File: src/rtl/sec_rec_pkg.sv
package sec_rec_pkg;

    typedef enum logic [1:0] {
        ST_IDLE     = 2'd0,
        ST_WAIT_DIV = 2'd1,
        ST_ERASING  = 2'd2,
        ST_DONE     = 2'd3
    } rec_state_e;

    typedef struct packed {
        logic erase_req;
        logic busy;
        logic lock;
    } fsm_out_t;

    function automatic fsm_out_t decode_state(rec_state_e s);
        fsm_out_t o;
        o.erase_req = (s == ST_ERASING);
        o.busy      = (s != ST_IDLE);
        o.lock      = (s == ST_ERASING) || (s == ST_DONE);
        return o;
    endfunction

endpackage

File: src/rtl/sec_key_latch.sv
module sec_key_latch
    import sec_rec_pkg::*;
#(
    parameter int          KEY_BYTES = 2,
    parameter logic [7:0]  SEC_BYTE  = 8'hA5,
    localparam int         KEY_W     = 8 * KEY_BYTES
) (
    input  logic             clk,
    input  logic             rst,
    input  logic [KEY_W-1:0] sec_key,
    output logic             secured
);
    logic [KEY_BYTES-1:0] byte_hit;
    logic                 secured_q;

    for (genvar g = 0; g < KEY_BYTES; g++) begin : g_cmp
        assign byte_hit[g] = (sec_key[8*g +: 8] == SEC_BYTE);
    end

    always_ff @(posedge clk) begin
        if (rst) begin
            secured_q <= &byte_hit;
        end
    end

    assign secured = secured_q;

    // the latched security state never moves outside reset
    p_sec_stable_r2: assert property (@(posedge clk) disable iff (rst)
        !rst |=> $stable(secured_q))
        else $error("security bit changed outside reset");

endmodule

File: src/rtl/erase_div_reg.sv
module erase_div_reg
    import sec_rec_pkg::*;
#(
    parameter int DIV_W = 7
) (
    input  logic             clk,
    input  logic             rst,
    input  logic             load,
    input  logic [DIV_W-1:0] value,
    input  logic             lock,
    output logic [DIV_W-1:0] div_q,
    output logic             div_valid
);
    always_ff @(posedge clk) begin
        if (rst) begin
            div_q     <= '0;
            div_valid <= 1'b0;
        end else if (load && !lock) begin
            div_q     <= value;
            div_valid <= 1'b1;
        end
    end

    // divider frozen while the sequencer holds it locked
    p_div_frozen_r8: assert property (@(posedge clk) disable iff (rst)
        lock |=> $stable(div_q))
        else $error("divider changed while locked");

endmodule

File: src/rtl/recovery_fsm.sv
module recovery_fsm
    import sec_rec_pkg::*;
(
    input  logic clk,
    input  logic rst,
    input  logic recov_instr,
    input  logic div_valid,
    input  logic erase_done,
    output logic erase_req,
    output logic busy,
    output logic lock,
    output logic prot_clr
);
    rec_state_e state_q, state_d;
    fsm_out_t   outs;
    logic       prot_clr_q;

    always_comb begin
        state_d = state_q;
        unique case (state_q)
            ST_IDLE:     if (recov_instr) state_d = div_valid ? ST_ERASING : ST_WAIT_DIV;
            ST_WAIT_DIV: if (div_valid)   state_d = ST_ERASING;
            ST_ERASING:  if (erase_done)  state_d = ST_DONE;
            ST_DONE:     state_d = ST_DONE;
            default:     state_d = ST_IDLE;
        endcase
    end

    always_ff @(posedge clk) begin
        if (rst) begin
            state_q    <= ST_IDLE;
            prot_clr_q <= 1'b0;
        end else begin
            state_q    <= state_d;
            prot_clr_q <= (state_q == ST_ERASING) && erase_done;
        end
    end

    assign outs      = decode_state(state_q);
    assign erase_req = outs.erase_req;
    assign busy      = outs.busy;
    assign lock      = outs.lock;
    assign prot_clr  = prot_clr_q;

    // no erase may start unless a divider is present
    p_no_start_nodiv_r4: assert property (@(posedge clk) disable iff (rst)
        (!div_valid && state_q != ST_ERASING) |=> state_q != ST_ERASING)
        else $error("erase started without divider");

    // completion is terminal until reset
    p_done_sticky_r7: assert property (@(posedge clk) disable iff (rst)
        state_q == ST_DONE |=> state_q == ST_DONE)
        else $error("left done state without reset");

    // the clear strobe follows only a completed erase
    p_prot_clr_r6: assert property (@(posedge clk) disable iff (rst)
        prot_clr_q |-> (state_q == ST_DONE && $past(state_q) == ST_ERASING))
        else $error("protection clear without erase completion");

    // an erase request always comes with busy
    p_req_busy_r10: assert property (@(posedge clk) disable iff (rst)
        erase_req |-> busy)
        else $error("erase request while not busy");

endmodule

File: src/rtl/sec_recovery_seq.sv
module sec_recovery_seq
    import sec_rec_pkg::*;
#(
    parameter int         KEY_BYTES = 2,
    parameter logic [7:0] SEC_BYTE  = 8'hA5,
    parameter int         DIV_W     = 7,
    localparam int        KEY_W     = 8 * KEY_BYTES
) (
    input  logic             clk,
    input  logic             rst,
    input  logic [KEY_W-1:0] sec_key,
    input  logic             recov_instr,
    input  logic             div_load,
    input  logic [DIV_W-1:0] div_value,
    input  logic             erase_done,
    output logic             erase_req,
    output logic [DIV_W-1:0] erase_clkdiv,
    output logic             prot_clr,
    output logic             dbg_rd_block,
    output logic             busy
);
    logic div_valid;
    logic lock;

    sec_key_latch #(.KEY_BYTES(KEY_BYTES), .SEC_BYTE(SEC_BYTE)) u_latch (
        .clk     (clk),
        .rst     (rst),
        .sec_key (sec_key),
        .secured (dbg_rd_block)
    );

    erase_div_reg #(.DIV_W(DIV_W)) u_div (
        .clk       (clk),
        .rst       (rst),
        .load      (div_load),
        .value     (div_value),
        .lock      (lock),
        .div_q     (erase_clkdiv),
        .div_valid (div_valid)
    );

    recovery_fsm u_fsm (
        .clk         (clk),
        .rst         (rst),
        .recov_instr (recov_instr),
        .div_valid   (div_valid),
        .erase_done  (erase_done),
        .erase_req   (erase_req),
        .busy        (busy),
        .lock        (lock),
        .prot_clr    (prot_clr)
    );

    // with no recovery instruction, an idle sequencer stays idle
    p_idle_quiet_r3: assert property (@(posedge clk) disable iff (rst)
        (!busy && !recov_instr) |=> (!busy && !erase_req))
        else $error("sequencer left idle without instruction");

endmodule

File: config.mk
export PLATFORM = sky130hd
export DESIGN_NAME = sec_recovery_seq
export DESIGN_NICKNAME = d
export VERILOG_FILES = /design/src/rtl/sec_rec_pkg.sv /design/src/rtl/sec_key_latch.sv /design/src/rtl/erase_div_reg.sv /design/src/rtl/recovery_fsm.sv /design/src/rtl/sec_recovery_seq.sv
export SDC_FILE = /design/constraint.sdc
export NUM_CORES = 1
export LEC_CHECK = 0
export ABC_AREA = 1
export BUFFER_PORTS_ARGS = -buffer_cell sky130_fd_sc_hd__buf_2
export CORE_MARGIN = 2
export CORE_UTILIZATION = 37
export DETAILED_ROUTE_END_ITERATION = 12
export GPL_TIMING_DRIVEN = 0
export MAX_ROUTING_LAYER = met4
export PLACE_DENSITY = 0.73
export SYNTH_ARGS = -nofsm -noshare
export SYNTH_HDL_FRONTEND = slang
export SYNTH_SLANG_ARGS = --single-unit
File: constraint.sdc
create_clock -name clk -period 0.94 [get_ports clk]
set_input_delay 0.188 -clock clk [delete_from_list [all_inputs] [get_ports clk]]
set_output_delay 0.188 -clock clk [all_outputs]
set_load 0.05 [all_outputs]
==> metrics <==
total power 0.00185 W; via count 639; filler cell count 88; most frequent cells in the layout buf_2, inv_1, buf_8; CTS tree yes; Max-cap violations 0; max frequency 875 MHz; Synth Net Count 100; synthesis-to-layout area growth 107%; Final Hold Slack 0.141 ns; clock root cell clkbuf_4; setup ws final -0.203 ns; mapped cell area 512 um^2; CP Launch Type flip-flop; Pre-antenna DRT Iters 5; final worst clock skew 0.000557 ns; Reg clk slew, reported paths 0.07 ns; unrepaired setup endpoints after global routing true; Synth Register Bits 12; syn avg cell area 7.11 um^2; Placement Rows 13; Seq/Total Area, Yosys 48.9%; wire length per cell 11.9 um; Max Slew Vio Count 0; Pwr Density 1750 nW/um^2; CP Class reg2out; Longest Clk Path Bufs 2; cell taking the most area after synthesis dfxtp_1; clk sink count 12; RePlAce Congestion 0.679; Final Util 81.3%; share of the synthesized area in the top cell type 43.0%; via-per-instance ratio 4.66; gr usage total 18.9%; final setup violation count 19; DR DRC count 0; core area 1300 um^2; Starting Density 39.3%; H-tree lvl count 1; Critical Path Fanout Max 4; first-pass GRT wire length 1950 um; yosys synthesis warning count 0; Worst EP arrival 0.96 ns; IO buf count 38; vias in the first global route 518; final wirelength 1630 um; Worst Max-Slew Pin Slew 0.254 ns; layout cell share with drive strength beyond 1 63.1%; Ports 39; nets 151; status complete, but fails checks; setup TNS -1.64 ns; initial antenna violation count 0; violated checks negative setup slack; CTS buffer count 3; DIE AREA 1700 um^2; Final Hold Vio Count 0; largest net degree at the start of global routing 10; latest clock arrival within the worst-skew pair 0.27 ns; Place WS -0.0554 ns; total gr overflow 0; Static Leakage 0.520 nW; Die Width 41.2 um; n_diodes 0; CP Capture Type primary output; Syn Inst Count 72; Die Y-Extent 41.2 um; detailed placement HPWL 967 um; Max VDD drop 887 uV; Initial DRC Count 7; fin crit period 1.14 ns; Netlist cell types 14; hold_buf cts 0; top cells by area, synth dfxtp_1, nor2_1, inv_1, o21ai_0, edfxtp_1; most common cell after layout, fill and taps aside buf_2; remaining antenna violation count 0; worst rel slew slack 83.0%; CP required 0.75 ns; worst min path class in2reg; Final period util 122%
## worst max-delay path, cell delays in order (launching register included)
cell,delay [ns]
dfxtp_4,0.40
inv_6,0.04
nor2_4,0.09
buf_8,0.15
## metal layers
| layer | global-route usage, % | wire (um) | vias to the layer above |
|---|---|---|---|
| li1 | - | - | 324 |
| met1 | 17.8 | 583 | 290 |
| met2 | 33.6 | 940 | 23 |
| met3 | 4.89 | 89 | 2 |
| met4 | 12.1 | 21 | 0 |
| met5 | - | 0 | - |
## area by class of cell
| class | instances | area [um^2] | share of cell area (%) |
|---|---|---|---|
| Timing Repair Buffer | 45 | 353 | 33.4 |
| Multi-Input combinational cell | 46 | 300 | 28.4 |
| Sequential cell | 12 | 280 | 26.5 |
| Inverter | 15 | 68.8 | 6.51 |
| Clock buffer | 4 | 36.3 | 3.43 |
| Tap cell | 15 | 18.8 | 1.78 |
## state kept, by name (all words and copies together) (netlist names)
name / cells
u_div.div_q: 7
u_div.div_valid: 1
u_fsm.prot_clr: 1
u_fsm.state_q: 2
u_latch.secured: 1
## kinds of logic after synthesis
kind of cell | Yosys count | synth area share (%)
AO/OA/AOI/OAI | 11 | 11.2
buffers and inverters | 15 | 11.0
flip-flops | 12 | 48.9
AND/OR/NAND/NOR | 34 | 28.9
## per-stage QoR
stage / std cells / cell area, um^2
3_3_place_gp: 125 / 723
3_5_place_dp: 125 / 723
6_report: 137 / 1060
5_1_grt: 137 / 1060
2_1_floorplan: 72 / 514
4_1_cts: 131 / 901
## synthesized netlist by cell type
library cell	count
o21ai_0	8
nor3_1	4
inv_2	2
nand3_1	1
a21oi_1	2
nand2_4	1
dfxtp_1	11
o211ai_1	1
nor2_1	18
inv_1	13
edfxtp_1	1
nand2_1	8
nor4_1	1
nand3b_1	1
## repair_timing
action                                  CTS  global route
resized for setup                        45            35
pin swaps                                 2             4
endpoints found under the setup margin   11            20
setup buffers                             2             5
cloned                                    0             1
## worst paths after layout
path	slack (ns)	start	end	depth (start not counted)
max reg2reg	-0.16	u_fsm.state_q[1]	u_div.div_q[3]	7
max	-0.20	u_fsm.state_q[1]	erase_req	3
min	0.14	rst	u_div.div_valid	2
min reg2reg	0.52	u_div.div_q[4]	u_div.div_q[4]	2
## report_power, final
| part | total [W] | internal [W] | switching, W | leakage, nW |
|---|---|---|---|---|
| Clock | 0.000403 | 0.000235 | 0.000168 | 0.0210 |
| Sequential | 0.000658 | 0.000583 | 0.0000745 | 0.106 |
| Combinational | 0.000793 | 0.000355 | 0.000437 | 0.393 |
Power figures use the tool's default switching activity.
